==> config.mk <==
export PLATFORM = sky130hd
export DESIGN_NAME = emc_ctrl
export DESIGN_NICKNAME = d
export VERILOG_FILES = /design/src/rtl/emc_pkg.sv /design/src/rtl/emc_phase.sv /design/src/rtl/emc_seq.sv /design/src/rtl/emc_pins.sv /design/src/rtl/emc_ctrl.sv
export SDC_FILE = /design/constraint.sdc
export NUM_CORES = 1
export LEC_CHECK = 0
export ABC_AREA = 0
export BUFFER_PORTS_ARGS = -buffer_cell sky130_fd_sc_hd__buf_2
export CAP_MARGIN = 20
export CORE_AREA = 2 2 119 121
export DETAILED_ROUTE_END_ITERATION = 10
export DIE_AREA = 0 0 121 123
export SLEW_MARGIN = 20
export SYNTH_ARGS = -nofsm -noshare
export SYNTH_HDL_FRONTEND = slang
export SYNTH_SLANG_ARGS = --single-unit
==> constraint.sdc <==
create_clock -name clk -period 3.14 [get_ports clk]
set_input_delay 0.314 -clock clk [delete_from_list [all_inputs] [get_ports clk]]
set_output_delay 0.314 -clock clk [all_outputs]
set_load 0.02 [all_outputs]
==> src/rtl/emc_pkg.sv <==
package emc_pkg;

    // Zero-wait-state operation only: one bus period per bus cycle.
    localparam int unsigned EMC_WAIT   = 0;
    // Internal clock edges per bus period.
    localparam int unsigned EMC_HALVES = 2 * (EMC_WAIT + 1);

    typedef enum logic [2:0] {
        PER_IDLE,
        PER_READ,
        PER_DEAD,
        PER_WRITE,
        PER_HOLD
    } period_e;

    // Periods in which the chip enable may be active.
    function automatic logic is_bus_cycle(input period_e p);
        return (p == PER_READ) || (p == PER_WRITE);
    endfunction

    // Periods in which a new core request may be taken.
    function automatic logic is_accepting(input period_e p);
        return (p == PER_IDLE) || (p == PER_HOLD);
    endfunction

endpackage

==> src/rtl/emc_phase.sv <==
module emc_phase
    import emc_pkg::*;
(
    input  logic clk,
    input  logic rst,
    output logic bclk,
    output logic last_half
);

    localparam int unsigned CW = (EMC_HALVES > 2) ? $clog2(EMC_HALVES) : 1;
    localparam logic [CW-1:0] LAST = CW'(EMC_HALVES - 1);
    localparam logic [CW-1:0] HALF = CW'(EMC_HALVES / 2);

    logic [CW-1:0] cnt_q;

    always_ff @(posedge clk) begin
        if (rst) begin
            cnt_q <= '0;
        end else if (cnt_q == LAST) begin
            cnt_q <= '0;
        end else begin
            cnt_q <= cnt_q + 1'b1;
        end
    end

    assign bclk      = (cnt_q >= HALF);
    assign last_half = (cnt_q == LAST);

    // bus clock toggles on every internal edge
    assert_bclk_toggle_R2: assert property (@(posedge clk) disable iff (rst)
        !rst |=> (bclk != $past(bclk)));

    // a period ends in its high half
    assert_end_high_R2: assert property (@(posedge clk) disable iff (rst)
        last_half |-> bclk);

endmodule

==> src/rtl/emc_seq.sv <==
module emc_seq
    import emc_pkg::*;
#(
    parameter int unsigned AW = 16,
    parameter int unsigned DW = 16
) (
    input  logic          clk,
    input  logic          rst,
    input  logic          last_half,
    input  logic          req,
    input  logic          req_we,
    input  logic [AW-1:0] req_addr,
    input  logic [DW-1:0] req_wdata,
    output period_e       per,
    output logic          rd_pend,
    output logic [AW-1:0] cur_addr,
    output logic [DW-1:0] cur_wdata,
    output logic          done
);

    typedef struct packed {
        logic          we;
        logic [AW-1:0] addr;
        logic [DW-1:0] wdata;
    } op_t;

    period_e per_q;
    op_t     pend_q;
    op_t     cur_q;
    op_t     nxt;
    logic    pend_v;
    logic    take;
    logic    nxt_v;
    logic    done_q;

    assign take  = req && is_accepting(per_q) && !pend_v;
    assign nxt_v = pend_v || take;

    always_comb begin
        if (pend_v) begin
            nxt = pend_q;
        end else begin
            nxt.we    = req_we;
            nxt.addr  = req_addr;
            nxt.wdata = req_wdata;
        end
    end

    always_ff @(posedge clk) begin
        if (rst) begin
            per_q  <= PER_IDLE;
            pend_q <= '0;
            pend_v <= 1'b0;
            cur_q  <= '0;
            done_q <= 1'b0;
        end else begin
            done_q <= 1'b0;
            if (last_half) begin
                case (per_q)
                    PER_IDLE, PER_HOLD: begin
                        if (nxt_v) begin
                            cur_q  <= nxt;
                            per_q  <= nxt.we ? PER_DEAD : PER_READ;
                            pend_v <= 1'b0;
                        end else begin
                            per_q <= PER_IDLE;
                        end
                    end
                    PER_READ: begin
                        per_q  <= PER_IDLE;
                        done_q <= 1'b1;
                    end
                    PER_DEAD: begin
                        per_q <= PER_WRITE;
                    end
                    PER_WRITE: begin
                        per_q  <= PER_HOLD;
                        done_q <= 1'b1;
                    end
                    default: begin
                        per_q <= PER_IDLE;
                    end
                endcase
            end else if (take) begin
                pend_q <= nxt;
                pend_v <= 1'b1;
            end
        end
    end

    assign per       = per_q;
    assign rd_pend   = pend_v && !pend_q.we;
    assign cur_addr  = cur_q.addr;
    assign cur_wdata = cur_q.wdata;
    assign done      = done_q;

    // completion pulse lasts one clock
    assert_done_single_R11: assert property (@(posedge clk) disable iff (rst)
        done |=> !done);

    // a request is parked only from an accepting period
    assert_park_idle_R10: assert property (@(posedge clk) disable iff (rst)
        $rose(pend_v) |-> is_accepting($past(per_q)));

    // a write period always follows a dead period
    assert_dead_before_write_R5: assert property (@(posedge clk) disable iff (rst)
        $rose(per_q == PER_WRITE) |-> ($past(per_q) == PER_DEAD));

endmodule

==> src/rtl/emc_pins.sv <==
module emc_pins
    import emc_pkg::*;
#(
    parameter int unsigned AW = 16,
    parameter int unsigned DW = 16
) (
    input  logic          clk,
    input  logic          rst,
    input  period_e       per,
    input  logic          bclk,
    input  logic          last_half,
    input  logic          rd_pend,
    input  logic [AW-1:0] cur_addr,
    input  logic [DW-1:0] cur_wdata,
    input  logic [DW-1:0] mem_dq_i,
    output logic [AW-1:0] mem_addr,
    output logic          mem_ce_n,
    output logic          mem_we_n,
    output logic [DW-1:0] mem_dq_o,
    output logic          mem_dq_oe,
    output logic [DW-1:0] rd_data
);

    logic [DW-1:0] rd_q;

    assign mem_addr  = cur_addr;
    assign mem_ce_n  = !(is_bus_cycle(per) && bclk);
    assign mem_we_n  = (per != PER_WRITE);
    assign mem_dq_o  = cur_wdata;
    assign mem_dq_oe = ((per == PER_WRITE) && bclk) ||
                       ((per == PER_HOLD) && !rd_pend);

    always_ff @(posedge clk) begin
        if (rst) begin
            rd_q <= '0;
        end else if ((per == PER_READ) && last_half) begin
            rd_q <= mem_dq_i;
        end
    end

    assign rd_data = rd_q;

    // chip enable only in the high half of a period
    assert_ce_high_half_R4: assert property (@(posedge clk) disable iff (rst)
        !mem_ce_n |-> bclk);

    // write low half leaves the bus released
    assert_wr_first_half_R6: assert property (@(posedge clk) disable iff (rst)
        (!mem_we_n && !bclk) |-> !mem_dq_oe);

    // write high half drives the bus
    assert_wr_second_half_R6: assert property (@(posedge clk) disable iff (rst)
        (!mem_we_n && bclk) |-> (mem_dq_oe && !mem_ce_n));

    // data is held after the strobe rises
    assert_hold_data_R7: assert property (@(posedge clk) disable iff (rst)
        $rose(mem_we_n) |-> (mem_dq_oe && $stable(mem_dq_o)));

    // address moves only when a period begins
    assert_addr_steady_R9: assert property (@(posedge clk) disable iff (rst)
        !$stable(mem_addr) |-> (((per == PER_READ) || (per == PER_DEAD)) && !bclk));

    // no drive while a read enables the memory
    assert_no_fight_R12: assert property (@(posedge clk) disable iff (rst)
        (!mem_ce_n && mem_we_n) |-> !mem_dq_oe);

endmodule

==> src/rtl/emc_ctrl.sv <==
module emc_ctrl
    import emc_pkg::*;
#(
    parameter int unsigned AW = 16,
    parameter int unsigned DW = 16
) (
    input  logic          clk,
    input  logic          rst,
    input  logic          req,
    input  logic          req_we,
    input  logic [AW-1:0] req_addr,
    input  logic [DW-1:0] req_wdata,
    output logic [DW-1:0] rd_data,
    output logic          done,
    output logic          mem_bclk,
    output logic [AW-1:0] mem_addr,
    input  logic [DW-1:0] mem_dq_i,
    output logic [DW-1:0] mem_dq_o,
    output logic          mem_dq_oe,
    output logic          mem_ce_n,
    output logic          mem_we_n
);

    logic          bclk;
    logic          last_half;
    period_e       per;
    logic          rd_pend;
    logic [AW-1:0] cur_addr;
    logic [DW-1:0] cur_wdata;

    emc_phase u_phase (
        .clk       (clk),
        .rst       (rst),
        .bclk      (bclk),
        .last_half (last_half)
    );

    emc_seq #(.AW(AW), .DW(DW)) u_seq (
        .clk       (clk),
        .rst       (rst),
        .last_half (last_half),
        .req       (req),
        .req_we    (req_we),
        .req_addr  (req_addr),
        .req_wdata (req_wdata),
        .per       (per),
        .rd_pend   (rd_pend),
        .cur_addr  (cur_addr),
        .cur_wdata (cur_wdata),
        .done      (done)
    );

    emc_pins #(.AW(AW), .DW(DW)) u_pins (
        .clk       (clk),
        .rst       (rst),
        .per       (per),
        .bclk      (bclk),
        .last_half (last_half),
        .rd_pend   (rd_pend),
        .cur_addr  (cur_addr),
        .cur_wdata (cur_wdata),
        .mem_dq_i  (mem_dq_i),
        .mem_addr  (mem_addr),
        .mem_ce_n  (mem_ce_n),
        .mem_we_n  (mem_we_n),
        .mem_dq_o  (mem_dq_o),
        .mem_dq_oe (mem_dq_oe),
        .rd_data   (rd_data)
    );

    assign mem_bclk = bclk;

endmodule

Word-level counts from Yosys, hierarchy flattened

Index checks and enable logic that the tools add are counted.

Reduce and logical (&&, ||, !) cells: 24
Bitwise gates (word level): 1
$lt $le $gt $ge: 1
Muxes and demuxes: 9
Equality and inequality tests: 7
Add/subtract/negate cells: 1

Operator list:

| operator                                       | number |
|---|---|
| two-way mux 33 bit                             | 1 |
| case mux 3 bit (3 select lines)                | 1 |
| OR reduction 2 bit                             | 4 |
| logical AND 1 bit                              | 7 |
| == test 3 x 2 -> 1 bit (second input constant) | 2 |
| AND reduction 3 bit                            | 2 |
| two-way mux 1 bit                              | 5 |
| zero test 1 bit                                | 4 |
| logical OR 1 bit                               | 4 |
| != test 2 x 1 -> 1 bit (second input constant) | 2 |
| == test 3 x 1 -> 1 bit (second input constant) | 1 |
| == test 3 bit (second input constant)          | 1 |
| zero test 3 bit                                | 1 |
| two-way mux 3 bit                              | 1 |
| != test 3 x 2 -> 1 bit (second input constant) | 1 |
| two-way mux 2 bit                              | 1 |
| AND reduction 2 bit                            | 1 |
| nonzero test 2 bit                             | 1 |
| adder 1 bit (second input constant)            | 1 |
| >= comparator 1 bit (second input constant)    | 1 |
| NOT 1 bit                                      | 1 |

Logic and storage cells: 53
Output and inout port bits: 53
Input bits: 52
Flip-flop bits (word level): 87

Longest topological paths before layout

Depth in word-level cells: 8
Gate-level depth with buffers: 6
Mapped depth without buffers: 3

Modules after synthesis

A second synthesis with hierarchy kept.

Cell total of the unflattened synthesis: 428
Area, all modules: 4440.5 um^2

By module, submodules not included:

| module    | cells each | seq. area each (um^2) | area an instance (um^2) | times used |
|---|---|---|---|---|
| emc_seq   | 318        | 1401.3                | 3402.0                  | 1 |
| emc_pins  | 107        | 320.3                 | 1007.2                  | 1 |
| emc_phase | 3          | 20.0                  | 31.3                    | 1 |

Least setup slack after synthesis

OpenSTA, ideal clock, no wires.

Path kind: register to output
Start point: register u_phase.cnt_q, in the netlist u_phase.last_half
End point: output port mem_dq_oe
Stages on the path, launching flop included: 5
Path buffers: 1
Required time: 2.826 ns
Arrival time: 1.406 ns
Setup slack: 1.420 ns
Cells stage by stage: dfxtp_1 -> buf_6 -> and3b_1 -> inv_1 -> o21ai_0

Word-level cells in the longest chain between the ends: 3

RTL lines:

| what                     | line            | RTL |
|---|---|---|
| start: declaration       | emc_phase.sv:14 | `logic [CW-1:0] cnt_q;` |
| start signal: assignment | emc_phase.sv:22 | `cnt_q <= cnt_q + 1'b1;` |
| >= comparator 1 bit      | emc_phase.sv:26 | `assign bclk = (cnt_q >= HALF);` |
| logical AND 1 bit        | emc_pins.sv:30  | `assign mem_dq_oe = ((per == PER_WRITE) && bclk) \|\|` |
| logical OR 1 bit         | emc_pins.sv:30  |  |
| end: declaration         | emc_ctrl.sv:19  | `output logic mem_dq_oe,` |

No other way between the ends.

Worst setup path in the final report

Start point: register u_seq.pend_v
End point: output port mem_dq_oe

Word-level cells in the longest chain between the ends: 4

RTL lines:

| what                     | line           | RTL |
|---|---|---|
| start: declaration       | emc_seq.sv:31  | `logic pend_v;` |
| start signal: assignment | emc_seq.sv:53  | `pend_v <= 1'b0;` |
| start signal: assignment | emc_seq.sv:64  | `pend_v <= 1'b0;` |
| start signal: assignment | emc_seq.sv:86  | `pend_v <= 1'b1;` |
| logical AND 1 bit        | emc_seq.sv:92  | `assign rd_pend = pend_v && !pend_q.we;` |
| zero test 1 bit          | emc_pins.sv:31 | `((per == PER_HOLD) && !rd_pend);` |
| logical AND 1 bit        | emc_pins.sv:31 |  |
| logical OR 1 bit         | emc_pins.sv:30 |  |

No other way between the ends.

==> results.yml <==
sta:
  fmax_mhz: 439.5
  fin_crit_ns: 2.275
  slew_violations: 0
  tightest_slew_ns: 1.053
  setup_violations: 0
  fin_skew_ns: 0.005355
  finalCritPeriodShare_pct: 72.46
  setup_ws_ns: 0.8647
  slew-limit-headroom_pct: 29.81
  fin_tns_setup_ns: 0
  rsz0062_at_grt: "false"
  hold_viol: 0
logic_synthesis:
  synth-main-ff-cell: "dfxtp_1"
  syn-num-nets: 450
  ys_types: 30
  async_reset_ff_share_pct: 0
  yosysTopAreaCell: "dfxtp_1"
  synthTopCellsByArea: "dfxtp_1, mux2i_1, nand2b_1, a211oi_2, a21oi_1"
  ys_seq_elements: 87
  syn_area_um2: 4016
  netlist_instances: 398
  avgSynthCellArea_um2: 10.09
  synth_top_cell_area_share_pct: 43.36
  ys_seq_area_share_pct: 43.36
  yosysWarnings: 0
  synth_edf_count: 0
global_route:
  grt_pass1_vias: 3121
  antenna_found_initial: 2
  grt_max_degree: 112
  track_usage_pct: 13.26
  grt.overflow.total: 0
  grt_pass1_wl_um: 15370
floorplanning:
  fp.coreArea_um2: 13610
  die_h_um: 123
  rows: 43
  start_util_pct: 29.51
  design.die.area_um2: 14880
  dieWidth_um: 121
  io_pins: 105
clock_tree:
  cts-root-buf: "clkbuf_16"
  post_cts_buffers: 0
  clk_pin_slew_worst_paths_ns: 0.06
  cts_resized: 0
  clockBufferDepth: 2
  cts_max_level: 3
  ctsHoldBuffers: 0
  cts.sinks: 87
  clock_latency_ns: 0.34
  cts_tree: "done"
  cts_made_buffers: 9
power:
  finalPower_uw: 2767
  p_sw_share_pct: 27.22
  pwr-share-clk_pct: 38.7
  max-vdd-ir-drop_uv: 259.1
  pwr-share-comb_pct: 16.6
  power_switching_uw: 753.1
  seqPwrFrac_pct: 44.7
  internal_power_uw: 2014
  leakage_uw: 0.001904
  powerDensity_nw_per_um2: 565.7
final_layout:
  synthToLayoutAreaGrowth_pct: 21.78
  stdcell_area_um2: 4891
  final_cells: 668
  drive_gt1_share_pct: 32.99
  diodes: 0
  nets: 535
placed_design:
  dpl.cell_count: 652
  dpl.hpwl_um: 6421
  place_area_um2: 4598
  place_congestion: 0.7474
  place_ws_ns: 1.083
  portBuffers: 104
min_path:
  hold_path_startpoint: "mem_dq_i[2]"
  min_path_cells: 3
  worstHoldPathType: "in2reg"
  min_to: "u_pins.rd_data[2]"
route:
  wl_um: 9568
  postRouteAntennaNets: 0
  drt_pass1_iterations: 4
  post-route-drc-count: 0
  viasPerCell: 4.614
  vias: 3082
  drtIter0Drc: 155
  wl_per_cell_um: 14.32
critical_path:
  critical_path_required_ns: 2.83
  arrival_ns: 1.96
  startpoint_type: "flip-flop"
  r2r-start: "u_seq.pend_v"
  rr_worst_depth: 5
  worstSetupEndpointType: "output port"
  crit_type: "reg2out"
  worst-path-max-fanout: 20
  reg2reg_setup_slack_ns: 1.08
  r2r_end: "u_seq.pend_q[13]"
flow_run:
  maxCapViolCount: 0
status:
  outcome: "finished, final reports clean"
==> cells by family (layout without fill, tap and decap cells) <==
family	after synthesis	in the layout	synth area share [%]
AO/OA/AOI/OAI	86	86	16.70
buffers and inverters	40	130	6.043
flip-flops	87	87	43.36
multiplexers	67	67	16.70
AND/OR/NAND/NOR	118	118	17.20
==> worst max path at each step <==
| stage | from | to | cells after the start | slack [ns] |
|---|---|---|---|---|
| 2_1_floorplan | u_phase.last_half | mem_dq_oe | 4 | 1.42 |
| 3_3_place_gp | u_seq.pend_v | u_seq.pend_q[9] | 5 | 1.13 |
| 3_5_place_dp | u_seq.pend_v | u_seq.pend_q[22] | 5 | 1.08 |
| 4_1_cts | u_seq.pend_v | mem_dq_oe | 5 | 0.81 |
| 5_1_grt | u_seq.pend_v | mem_dq_oe | 5 | 0.70 |
| 6_report | u_seq.pend_v | mem_dq_oe | 5 | 0.86 |
==> worst max-delay path: stages, from the launching register on <==
cell and delay (ns):
dfxtp_2 0.70, buf_4 0.42, nand2b_1 0.14, nand3_1 0.10
o21ai_0 0.08, buf_2 0.17
==> power groups by stage <==
stage,sequential (µW),clock [µW],combinational (µW)
after CTS,1240,1110,468
after floorplan,1290,0,312
final,1240,1070,460
after detailed placement,1260,0,466
after global routing,1250,1160,504
after global placement,1260,0,456
==> cells in the final DEF (no fill, tap or decap), types with 2 or more instances in the layout <==
master,Yosys,final
mux2i_1,67,67
nor3_1,3,3
clkbuf_16,0,9
nand2_1,32,32
nand2b_1,67,67
nor2b_1,2,2
a211oi_1,2,2
inv_1,2,2
clkbuf_1,12,3
buf_4,2,9
a21oi_1,51,51
a211oi_2,30,30
nor2_1,4,4
buf_2,13,103
dfxtp_1,87,86
==> registers in the layout, summed over array words and instances (netlist names) <==
register / count
u_pins.rd_data: 16
u_seq.cur_addr: 16
u_phase.last_half: 1
u_seq.pend_q: 33
u_seq.done: 1
u_seq.per: 3
u_seq.cur_wdata: 16
u_seq.pend_v: 1
==> final cells by class <==
class                      count  area (µm²)
multi-input combinational    271        2039
timing repair buffer         112       583.1
fill                        1385        8721
sequential                    87        1743
clock buffer                  13       250.2
tap                          180       225.2
clock inverter                 3       42.54
inverter                       2       7.507
==> synth_stat cells (all sizes together), types with 2 or more instances <==
cell type,number
nand2,32
mux2i,67
a211oi,32
dfxtp,87
nor3,3
nor2b,2
a21oi,51
nand2b,68
nor2,4
buf,25
inv,2
clkbuf,13
==> per-stage QoR <==
step                      util, %  hold slack [ns]
after floorplan                 -           0.4483
after global placement      33.78           0.4409
after detailed placement    33.78           0.4481
after CTS                   35.93           0.1937
after global routing        35.93           0.2053
final                       35.93           0.2083
==> metal layers <==
layer | vias up | share of wire, % | track usage (%) | wire, µm
li1 | 1545 | - | - | -
met1 | 1445 | 44 | 15.99 | 4192
met2 | 72 | 48 | 21.95 | 4636
met3 | 16 | 5.5 | 4.059 | 531
met4 | 4 | 1.9 | 5.596 | 180
met5 | - | 0.28 | 0 | 27
Note: power is estimated with default switching activity, not from simulation.
